==> src/rtl/zcm_pkg.sv <==
package zcm_pkg;
  typedef logic [1:0] phase_t;

  function automatic phase_t next_phase(phase_t p);
    return (p == phase_t'(2)) ? phase_t'(0) : phase_t'(p + phase_t'(1));
  endfunction
endpackage

==> src/rtl/zcm_phase_split.sv <==
module zcm_phase_split #(
  parameter int N_LEVELS = 5,
  parameter int FRAC_W   = 16,
  parameter int INT_W    = 4
) (
  input  logic signed [INT_W+FRAC_W-1:0] ref_i,
  output logic [$clog2(N_LEVELS)-1:0]    base_o,
  output logic [FRAC_W:0]                duty_o,
  output logic                           range_ok_o
);
  localparam int REF_W = INT_W + FRAC_W;
  localparam int V_W   = REF_W + 1;
  localparam int LVL_W = $clog2(N_LEVELS);
  localparam logic signed [V_W-1:0] OFS   = V_W'(((N_LEVELS - 1) / 2) * (2 ** FRAC_W));
  localparam logic signed [V_W-1:0] TOP_V = V_W'((N_LEVELS - 1) * (2 ** FRAC_W));
  localparam logic [FRAC_W:0]       ONE   = (FRAC_W+1)'(1) << FRAC_W;

  logic signed [V_W-1:0] v;
  logic                  top_hit;

  assign v          = $signed({ref_i[REF_W-1], ref_i}) + OFS;
  assign top_hit    = (v == TOP_V);
  assign range_ok_o = !v[V_W-1] && (v <= TOP_V);

  // top rail keeps the base one level below the maximum
  always_comb begin
    if (top_hit) begin
      base_o = LVL_W'(N_LEVELS - 2);
      duty_o = ONE;
    end else begin
      base_o = v[FRAC_W +: LVL_W];
      duty_o = {1'b0, v[FRAC_W-1:0]};
    end
  end
endmodule

==> src/rtl/zcm_carrier.sv <==
module zcm_carrier #(
  parameter int CAR_BITS = 4,
  parameter int FRAC_W   = 16
) (
  input  logic              clk_i,
  input  logic              rst_ni,
  output logic [FRAC_W-1:0] car_o,
  output logic              load_o
);
  localparam logic [CAR_BITS-1:0] CNT_MAX = '1;

  logic [CAR_BITS-1:0] cnt_q;
  logic                down_q;

  assign load_o = down_q && (cnt_q == '0);
  assign car_o  = FRAC_W'(cnt_q) << (FRAC_W - CAR_BITS);

  // reset parks at the valley so the first edge loads
  always_ff @(posedge clk_i or negedge rst_ni) begin
    if (!rst_ni) begin
      cnt_q  <= '0;
      down_q <= 1'b1;
    end else if (load_o) begin
      cnt_q  <= '0;
      down_q <= 1'b0;
    end else if (!down_q) begin
      if (cnt_q == CNT_MAX) down_q <= 1'b1;
      else                  cnt_q  <= cnt_q + CAR_BITS'(1);
    end else begin
      cnt_q <= cnt_q - CAR_BITS'(1);
    end
  end


  carrier_step_chk: assert property (@(posedge clk_i) disable iff (!rst_ni)
    1'b1 |=> (cnt_q == $past(cnt_q) || cnt_q == $past(cnt_q) + CAR_BITS'(1)
              || cnt_q == $past(cnt_q) - CAR_BITS'(1)));


  carrier_turn_chk: assert property (@(posedge clk_i) disable iff (!rst_ni)
    (!down_q && cnt_q == CNT_MAX) |=> (down_q && cnt_q == CNT_MAX));
endmodule

==> src/rtl/zcm_pwm_gen.sv <==
module zcm_pwm_gen
  import zcm_pkg::*;
#(
  parameter int N_LEVELS = 5,
  parameter int FRAC_W   = 16,
  parameter int INT_W    = 4,
  parameter int CAR_BITS = 4
) (
  input  logic                            clk_i,
  input  logic                            rst_ni,
  input  logic signed [INT_W+FRAC_W-1:0]  ref_a_i,
  input  logic signed [INT_W+FRAC_W-1:0]  ref_b_i,
  input  logic signed [INT_W+FRAC_W-1:0]  ref_c_i,
  input  logic [2:0]                      map_i,
  output logic [$clog2(N_LEVELS)-1:0]     lvl_a_o,
  output logic [$clog2(N_LEVELS)-1:0]     lvl_b_o,
  output logic [$clog2(N_LEVELS)-1:0]     lvl_c_o,
  output logic                            pat_o,
  output logic                            fault_o
);
  localparam int REF_W    = INT_W + FRAC_W;
  localparam int LVL_W    = $clog2(N_LEVELS);
  localparam int DUTY_W   = FRAC_W + 1;
  localparam int SUM_W    = LVL_W + 2;
  localparam int HALF_SUM = 3 * (N_LEVELS - 1) / 2;
  localparam logic [DUTY_W-1:0] ONE = DUTY_W'(1) << FRAC_W;

  logic signed [REF_W-1:0] ref_w   [3];
  logic [LVL_W-1:0]        base_w  [3];
  logic [DUTY_W-1:0]       duty_w  [3];
  logic [2:0]              rng_ok_w;

  assign ref_w[0] = ref_a_i;
  assign ref_w[1] = ref_b_i;
  assign ref_w[2] = ref_c_i;

  for (genvar g = 0; g < 3; g++) begin : g_split
    zcm_phase_split #(.N_LEVELS(N_LEVELS), .FRAC_W(FRAC_W), .INT_W(INT_W)) u_split (
      .ref_i      (ref_w[g]),
      .base_o     (base_w[g]),
      .duty_o     (duty_w[g]),
      .range_ok_o (rng_ok_w[g])
    );
  end

  logic [FRAC_W-1:0] car_w;
  logic              load_w;

  zcm_carrier #(.CAR_BITS(CAR_BITS), .FRAC_W(FRAC_W)) u_car (
    .clk_i  (clk_i),
    .rst_ni (rst_ni),
    .car_o  (car_w),
    .load_o (load_w)
  );

  // active sum from the base levels
  logic [SUM_W-1:0]      base_sum;
  logic signed [SUM_W:0] fe_w;
  logic                  fe_ok;

  assign base_sum = SUM_W'(base_w[0]) + SUM_W'(base_w[1]) + SUM_W'(base_w[2]);
  assign fe_w     = $signed((SUM_W+1)'(HALF_SUM)) - $signed({1'b0, base_sum});
  assign fe_ok    = (fe_w == (SUM_W+1)'(1)) || (fe_w == (SUM_W+1)'(2));

  // mapping decode
  phase_t d_in, s1_in, s2_in;
  logic   map_ok;

  assign d_in   = phase_t'(map_i[1:0]);
  assign map_ok = (d_in != phase_t'(3));
  assign s1_in  = map_i[2] ? next_phase(next_phase(d_in)) : next_phase(d_in);
  assign s2_in  = map_i[2] ? next_phase(d_in) : next_phase(next_phase(d_in));

  // per-period state
  logic [LVL_W-1:0]  base_q [3];
  logic [DUTY_W-1:0] duty_q [3];
  phase_t            d_q, s1_q, s2_q;
  logic              pat2_q, seq_flt_q, valid_q;

  always_ff @(posedge clk_i or negedge rst_ni) begin
    if (!rst_ni) begin
      for (int p = 0; p < 3; p++) begin
        base_q[p] <= '0;
        duty_q[p] <= '0;
      end
      d_q       <= '0;
      s1_q      <= '0;
      s2_q      <= '0;
      pat2_q    <= 1'b0;
      seq_flt_q <= 1'b0;
      valid_q   <= 1'b0;
    end else if (load_w) begin
      for (int p = 0; p < 3; p++) begin
        base_q[p] <= base_w[p];
        duty_q[p] <= duty_w[p];
      end
      d_q       <= d_in;
      s1_q      <= s1_in;
      s2_q      <= s2_in;
      pat2_q    <= (fe_w == (SUM_W+1)'(2));
      seq_flt_q <= !(&rng_ok_w) || !fe_ok || !map_ok;
      valid_q   <= 1'b1;
    end
  end

  // carrier comparisons
  logic [DUTY_W-1:0] duty1, duty2, car_x;
  logic              b1, b2, bd, d_bad, run;
  logic [2:0]        dsum;
  logic [2:0]        act;
  logic [LVL_W-1:0]  lvl [3];

  always_comb begin
    duty1 = '0;
    duty2 = '0;
    for (int p = 0; p < 3; p++) begin
      if (s1_q == phase_t'(p)) duty1 = duty_q[p];
      if (s2_q == phase_t'(p)) duty2 = duty_q[p];
    end
  end

  assign car_x = {1'b0, car_w};
  assign b1    = (car_x >= ONE - duty1);
  assign b2    = (car_x < duty2);
  assign dsum  = (pat2_q ? 3'd2 : 3'd1) - 3'(b1) - 3'(b2);
  assign bd    = (dsum == 3'd1);
  assign d_bad = (dsum > 3'd1);  // 2, or -1 wrapped
  assign run   = valid_q && !seq_flt_q;

  always_comb begin
    for (int p = 0; p < 3; p++) begin
      act[p] = run && ((s1_q == phase_t'(p) && b1) || (s2_q == phase_t'(p) && b2)
                       || (d_q == phase_t'(p) && bd));
      lvl[p] = run ? base_q[p] + LVL_W'(act[p]) : '0;
    end
  end

  assign lvl_a_o = lvl[0];
  assign lvl_b_o = lvl[1];
  assign lvl_c_o = lvl[2];
  assign pat_o   = run && pat2_q;
  assign fault_o = valid_q && (seq_flt_q || d_bad);


  level_sum_chk: assert property (@(posedge clk_i) disable iff (!rst_ni)
    (valid_q && !fault_o) |->
      (SUM_W'(lvl_a_o) + SUM_W'(lvl_b_o) + SUM_W'(lvl_c_o) == SUM_W'(HALF_SUM)));


  act_count_chk: assert property (@(posedge clk_i) disable iff (!rst_ni)
    (valid_q && !fault_o) |-> ($countones(act) == (pat_o ? 2 : 1)));


  pat1_excl_chk: assert property (@(posedge clk_i) disable iff (!rst_ni)
    (valid_q && !fault_o && !pat_o) |-> !(b1 && b2));


  map_fault_chk: assert property (@(posedge clk_i) disable iff (!rst_ni)
    (load_w && map_i[1:0] == 2'd3) |=> fault_o);


  period_hold_chk: assert property (@(posedge clk_i) disable iff (!rst_ni)
    !load_w |=> $stable(pat_o));
endmodule

==> config.mk <==
export PLATFORM = sky130hd
export DESIGN_NAME = zcm_pwm_gen
export DESIGN_NICKNAME = d
export VERILOG_FILES = /design/src/rtl/zcm_pkg.sv /design/src/rtl/zcm_phase_split.sv /design/src/rtl/zcm_carrier.sv /design/src/rtl/zcm_pwm_gen.sv
export SDC_FILE = /design/constraint.sdc
export NUM_CORES = 1
export LEC_CHECK = 0
export CAP_MARGIN = 10
export CORE_ASPECT_RATIO = 2
export CORE_UTILIZATION = 40
export CTS_CLUSTER_SIZE = 14
export DETAILED_ROUTE_END_ITERATION = 8
export PLACE_DENSITY_LB_ADDON = 0.08
export SETUP_SLACK_MARGIN = 0.15
export SLEW_MARGIN = 5
export SYNTH_ARGS = -nofsm -noshare
export SYNTH_HDL_FRONTEND = slang
export SYNTH_SLANG_ARGS = --single-unit
==> constraint.sdc <==
create_clock -name clk_i -period 8 [get_ports clk_i]
set_input_delay 1.6 -clock clk_i [delete_from_list [all_inputs] [get_ports clk_i]]
set_output_delay 1.6 -clock clk_i [all_outputs]
set_load 0.02 [all_outputs]
## Word-level counts from Yosys, hierarchy flattened

Cells that the tools add are included.

| storage, ports and cells | value |
|---|---|
| word-level logic and storage cells | 120 |
| output and inout bits | 11 |
| register bits after elaboration | 74 |

| operators by class | value |
|---|---|
| $add $sub $neg | 16 |
| order comparisons | 6 |
| muxes and demuxes | 26 |
| equality and inequality tests | 17 |
| reduce and logical (&&, ||, !) cells | 41 |

Operator list:

| operator | number |
|---|---|
| $mux 17 | 9 |
| $add 20x19->21 const B | 3 |
| $eq 21x20->1 const B | 3 |
| $le 21x20->1 const B | 3 |
| $logic_and 1x1->1 | 19 |
| $mux 3 | 6 |
| $ge 16x17->1 | 1 |
| $lt 16x17->1 | 1 |
| $sub 17x17->17 const A | 1 |
| $mux 4 | 3 |
| $eq 2x2->1 const B | 5 |
| $logic_or 1x1->1 | 10 |
| $mux 2 | 5 |
| $add 3x1->3 | 3 |
| $logic_not 1->1 | 7 |
| $eq 2x1->1 const B | 3 |
| $eq 6x2->1 const B | 1 |
| $eq 6x3->1 const B | 1 |
| $logic_not 2->1 | 3 |
| $sub 3x5->6 const A | 1 |
| $add 4x3->5 | 1 |
| $add 2x1->2 const B | 2 |
| $add 3x3->4 | 1 |
| $add 4x1->4 const B | 1 |
| other kinds (11) | 13 |

## Depth between registers and ports, before layout

| logic depth | value |
|---|---|
| depth after elaboration | 14 |
| mapped depth | 30 |

## Modules after synthesis

Synthesis repeated with hierarchy kept, for this count alone.

| second synthesis, totals | value |
|---|---|
| cell total of the unflattened synthesis | 621 |
| area, all modules | 6088.3 sq um |

Modules (own cells, without submodules):

| module | cells each | times used | area an instance (sq um) |
|---|---|---|---|
| zcm_pwm_gen | 468 | 1 | 4911.0 |
| zcm_phase_split | 33 | 3 | 236.5 |
| zcm_carrier | 54 | 1 | 467.9 |

## Worst setup path before layout

No wires, ideal clock.

| timing | value |
|---|---|
| path kind | register -> output |
| start point | reg s1_q[0] |
| end point | out lvl_c_o[2] |
| cell stages (with the launch flop) | 29 |
| arrival time | 5.188 ns |
| data required time | 6.400 ns |
| slack | 1.212 ns |
| cell sequence | dfrtp_1 buf_6 buf_6 buf_4 mux2i_1 o2bb2ai_1 nor4_1 nor2b_1 nand3_1 xnor2_1 ha_1 a21o_1 a21o_1 a21oi_1 inv_1 a211o_1 nand2_1 nor2_1 fa_1 ha_1 nand2_1 nor2_1 a22o_1 o21ai_0 o21ai_0 ha_1 ha_1 xnor2_1 nor2_1 |

| between the ends | value |
|---|---|
| cells in the longest elaborated chain, start to end | 14 |

RTL lines:

| element | RTL line | RTL |
|---|---|---|
| start: declaration | zcm_pwm_gen.sv:77 | `phase_t d_q, s1_q, s2_q;` |
| start signal: assignment | zcm_pwm_gen.sv:98 | `s1_q <= s1_in;` |
| $logic_not 2->1 | zcm_pwm_gen.sv:117 | `if (s1_q == phase_t'(p)) duty1 = duty_q[p];` |
| $mux 17 (3 in a row) | zcm_pwm_gen.sv:117 |  |
| $sub 17x17->17 | zcm_pwm_gen.sv:123 | `assign b1 = (car_x >= ONE - duty1);` |
| $ge 16x17->1 | zcm_pwm_gen.sv:123 |  |
| $sub 2x1->3 | zcm_pwm_gen.sv:125 | `assign dsum = (pat2_q ? 3'd2 : 3'd1) - 3'(b1) - 3'(b2);` |
| $sub 3x1->3 | zcm_pwm_gen.sv:125 |  |
| $eq 3x1->1 | zcm_pwm_gen.sv:126 | `assign bd = (dsum == 3'd1);` |
| $logic_and 1x1->1 | zcm_pwm_gen.sv:133 | `\|\| (d_q == phase_t'(p) && bd));` |
| $logic_or 1x1->1 * | zcm_pwm_gen.sv:133 |  |
| $logic_and 1x1->1 * | zcm_pwm_gen.sv:132 | `act[p] = run && ((s1_q == phase_t'(p) && b1) \|\| (s2_q == phase_t'(p) && b2)` |
| $add 3x1->3 * | zcm_pwm_gen.sv:134 | `lvl[p] = run ? base_q[p] + LVL_W'(act[p]) : '0;` |
| $mux 3 * | zcm_pwm_gen.sv:134 |  |
| end: declaration | zcm_pwm_gen.sv:17 | `output logic [$clog2(N_LEVELS)-1:0] lvl_c_o,` |

Every way passes the cells marked *; elsewhere a longest branch is shown, timed or not.

## Final worst setup path

| timing | value |
|---|---|
| start point | reg s1_q[0] |
| end point | out lvl_a_o[0] |

| between the ends | value |
|---|---|
| cells in the longest elaborated chain, start to end | 14 |

RTL lines:

| element | RTL line | RTL |
|---|---|---|
| $logic_not 2->1 | zcm_pwm_gen.sv:117, zcm_pwm_gen.sv:132 |  |
| $mux 17 (3 in a row) | zcm_pwm_gen.sv:117 |  |
| $sub 17x17->17 | zcm_pwm_gen.sv:123 |  |
| $ge 16x17->1 | zcm_pwm_gen.sv:123 |  |
| $sub 2x1->3 | zcm_pwm_gen.sv:125 |  |
| $sub 3x1->3 | zcm_pwm_gen.sv:125 |  |
| $eq 3x1->1 | zcm_pwm_gen.sv:126 |  |
| $logic_and 1x1->1 | zcm_pwm_gen.sv:133 |  |
| $logic_or 1x1->1 * | zcm_pwm_gen.sv:133 |  |
| $logic_and 1x1->1 * | zcm_pwm_gen.sv:132 |  |
| $add 3x1->3 * | zcm_pwm_gen.sv:134 |  |
| $mux 3 * | zcm_pwm_gen.sv:134 |  |
| end: declaration | zcm_pwm_gen.sv:15 | `output logic [$clog2(N_LEVELS)-1:0] lvl_a_o,` |

Marked as above.

==> metrics.cfg <==
[pwr]
leakagePower_uw=0.002824
total_power_uw=1034
p_per_area_mw_per_mm2=166.9
vdd_ir_drop_max_v=0.0001110

[cells_and_area]
post_route_cells_drive_above_1_share=0.08283
final_cell_area_sq_mm=0.006197
layout.filler_cells=1173
fin_nets=760
syn2layout_area_growth_pct=24.85
antenna_cells=0
layout.cells.non_filler=811

[hold_path]
hold-path-cell-count=2
whs_endpoint=base_q[2]
holdCritStartpoint=base_q[2]
hold_path_class=register to register

[floorplan]
fp.coreArea_sq_mm=0.01212
placementRows=57
initial_core_util=0.4094
floorplan.io_pins=76
die_x_microns=80.77
die-height_microns=159.5
design.die.area_sq_mm=0.01288

[worst_setup_path]
cpLargestDelayFamily=simple AND/OR/NAND/NOR gates
crit_top_cell=sky130_fd_sc_hd__ha_1
worst_setup_path_start_kind=register
critPathArrivalTime_ns=5.84
critPathBufInv=2
crit_chain=buf_12 -> mux2i_1 -> a2bb2oi_2 -> ha_1 -> and3_1 -> and2_1 -> nand3b_1 -> xnor2_1 -> ha_1 -> nand4_1 -> or3_1 -> o41ai_2 -> o211ai_1 -> nor2_2 -> fa_1 -> nor2_1 -> nand2_1 -> o31ai_1 -> o21ai_0 -> o21ai_1 -> ha_1 -> and2_1 -> clkdlybuf4s50_1
reg2reg_to=seq_flt_q
ff2ff_setup_slack_ns=5.34
worst-r2r-cell-count=7
setup.worst_path.class=register to output port
slowest_delay_ns=0.53
critPathMaxFanout=21
timing.critical_path.required_ns=6.40
timing.rr.start=u_car.down_q
slowest_cell_on_the_critical_path=sky130_fd_sc_hd__clkdlybuf4s50_1
timing.critical_path.to_type=output port

[detailed_routing]
postRouteWirelength_mm=15.26
drtIter0Drc=194
drc_violations_left=0
vias=4503
final_antenna_net_count=0
route.detailed.vias_per_inst=5.552
firstDrtPassIters=5
wirelength_met1_mm=5.370
met3WireLength_microns=440
top_layer=met4
wl_per_cell_microns=18.82
met2_length_mm=8.401

[logic_synthesis]
synth_seq_cells=74
ys.flop_type=sky130_fd_sc_hd__dfrtp_1
cell_accounting_for_the_most_synthesized_area=sky130_fd_sc_hd__dfrtp_1
fraction_of_the_mapped_netlist_area_in_compound_gates=0.1303
synth_enable_flop_cells=0
synthTopCellsByArea=sky130_fd_sc_hd__dfrtp_1 37%, sky130_fd_sc_hd__nand2_1 14%, sky130_fd_sc_hd__ha_1 7.3%, sky130_fd_sc_hd__mux2i_1 4.6%, sky130_fd_sc_hd__fa_1 2.4%
postSynthNetCount=691
post_synth.cell_area_avg_sq_um=8.398
synth-simple-area-share=0.2856
synth-warning-count=0
synth_sequential_area_ratio=0.3733
syn_inst=591
synth_xor_area_frac=0.02294
mappedNetlistArea_sq_mm=0.004964
synth_async_sr_flop_share=1.000
largest_family_of_logic_cells_by_synthesized_area=simple AND/OR/NAND/NOR gates
number_of_distinct_standard_cells_referenced_by_the_synthesized_netlist=57
synth_largest_type_area_fraction=0.3680
synth_mux_area_frac=0.05319
post_synth_fa_ha_maj_area_fraction=0.09730

[placed_design]
dp_hpwl_mm=12.07
gp_congestion=1.027
dpl.cell_count=791
post_dp_cell_area_sq_mm=0.005829
numPortBuffers=75

[clocking]
cts_inserted_buffers=9
clock_sink_count=74
cts_tree=built
root_buffer=sky130_fd_sc_hd__clkbuf_16
clk_transition_reported_paths_ns=0.06
clock_network_latency_to_the_later_pin_of_the_worst_skew_pair_ns=0.34
cts.path.max_buffers=2
cts.htree.levels=3

[sta]
timing.max_slew.rel_slack=0.3599
fmaxAchievable_mhz=134.5
hold-worst-slack_ns=0.4995
min_period_ns=7.436
setup-tns-final_ns=0
grt_setup_unrepaired=no
final.period_utilization=0.9295
final_hold_viol_count=0
setup_viol=0
worst_pin_slew_ns=0.9602
worst_clock_skew_ns=0.004991
report.final.slew_viol_count=0

[grt]
largest_net_degree_at_the_start_of_global_routing=79
grt_total_ovfl=0
grt_first_pass_wirelength_mm=24.28
antenna_found_initial=0
number_of_global_route_vias_before_repair=4722
grtUsageTotal=0.2575

[flow_run]
drv.max_cap_violation_count=0

[status]
result_of_the_run=finished clean

==> how the worst max path moves through the flow <==
stage,from,end,slack (ns),depth (start not counted)
floorplan,s1_q[0],lvl_c_o[2],1.21,28
global placement,s1_q[0],lvl_c_o[2],0.37,26
detailed placement,s1_q[0],lvl_c_o[2],0.25,26
CTS,s1_q[0],lvl_b_o[2],0.24,26
global route,s1_q[0],lvl_c_o[2],0.20,27
finish,s1_q[0],lvl_a_o[0],0.56,23
==> cells in the mapped netlist (3+ instances only) <==
cell type,number
sky130_fd_sc_hd__nand3b_1,7
sky130_fd_sc_hd__and2_1,8
sky130_fd_sc_hd__mux2i_1,23
sky130_fd_sc_hd__and3_1,3
sky130_fd_sc_hd__nand4_1,10
sky130_fd_sc_hd__a21o_1,5
sky130_fd_sc_hd__buf_2,4
sky130_fd_sc_hd__o21a_1,3
sky130_fd_sc_hd__ha_1,29
sky130_fd_sc_hd__nor2_1,23
sky130_fd_sc_hd__o21ai_0,21
sky130_fd_sc_hd__a2bb2oi_1,5
sky130_fd_sc_hd__nor2b_1,8
sky130_fd_sc_hd__o31ai_1,3
sky130_fd_sc_hd__nor4_1,19
sky130_fd_sc_hd__a21boi_0,3
sky130_fd_sc_hd__fa_1,6
sky130_fd_sc_hd__xor2_1,3
sky130_fd_sc_hd__nand2_1,189
sky130_fd_sc_hd__dfrtp_1,73
sky130_fd_sc_hd__clkbuf_1,18
sky130_fd_sc_hd__buf_1,4
sky130_fd_sc_hd__nor4b_1,3
sky130_fd_sc_hd__or3_1,4
sky130_fd_sc_hd__o2bb2ai_1,9
sky130_fd_sc_hd__nand3_1,8
sky130_fd_sc_hd__nor3_1,8
sky130_fd_sc_hd__a21oi_1,22
sky130_fd_sc_hd__inv_1,11
sky130_fd_sc_hd__nand2b_1,6
sky130_fd_sc_hd__a211oi_1,6
sky130_fd_sc_hd__mux2_2,3
sky130_fd_sc_hd__or2_2,3
sky130_fd_sc_hd__buf_6,3
sky130_fd_sc_hd__xnor2_1,10
sky130_fd_sc_hd__and4_1,3
==> cell type report <==
class,instances,area [sq um],area share
Sequential cell,74,1853,0.2990
Multi-Input combinational cell,476,2968,0.4789
Clock inverter,6,67.56,0.01090
Clock buffer,9,225.2,0.03634
Inverter,11,41.29,0.006663
Tap cell,147,183.9,0.02968
Timing Repair Buffer,88,858.3,0.1385
==> flip-flops by register name, indices dropped and copies added, names as in the netlist <==
| register | count |
|---|---|
| base_q | 9 |
| d_q | 2 |
| duty_q | 51 |
| pat2_q | 1 |
| s1_q | 2 |
| s2_q | 2 |
| seq_flt_q | 1 |
| u_car.cnt_q | 4 |
| u_car.down_q | 1 |
| valid_q | 1 |
==> metal layers <==
metal | vias up | track usage
li1 | 2195 | -
met4 | 0 | 0.1843
met2 | 119 | 0.4730
met1 | 2135 | 0.2482
met3 | 54 | 0.03840
met5 | - | 0
==> through the flow <==
stage	setup slack, ns	util
after floorplan	1.212	-
after global placement	0.3681	0.4808
after detailed placement	0.2514	0.4808
after CTS	0.2359	0.5082
after global routing	0.2005	0.5111
final	0.5640	0.5111
==> what timing repair did <==
action	4_1_cts	5_1_grt
pin swaps	2	1
hold buffers	0	0
endpoints found under the setup margin	7	9
gates resized for setup	5	17
buffers inserted	4	1
==> cells in the final DEF, fill, tap and decap left out, drive strengths merged, types with 14 or more instances in the layout <==
master	count
nand2	189
buf	14
o21ai	21
ha	29
mux2i	23
nor4	19
clkdlybuf4s50	67
a21oi	22
dfrtp	73
nor2	23
==> power breakdown <==
group          total [uW]  switching, uW  internal (uW)
Sequential            415           22.5            392
Combinational         218            114            104
Clock                 402            161            241
Total                1030            298            736
==> worst min-delay path, stage by stage (launching register included) <==
cell	delay, ns
sky130_fd_sc_hd__dfrtp_1	0.35
sky130_fd_sc_hd__nand2_1	0.05
sky130_fd_sc_hd__o21ai_0	0.06
==> cell families after synthesis <==
kind of cell,count (synthesis)
xor+xnor,13
simple gates,308
mux,26
fa+ha+maj,35
buf+inv,41
compound gates,94
flops,74
(Power assumes the default switching activity.)
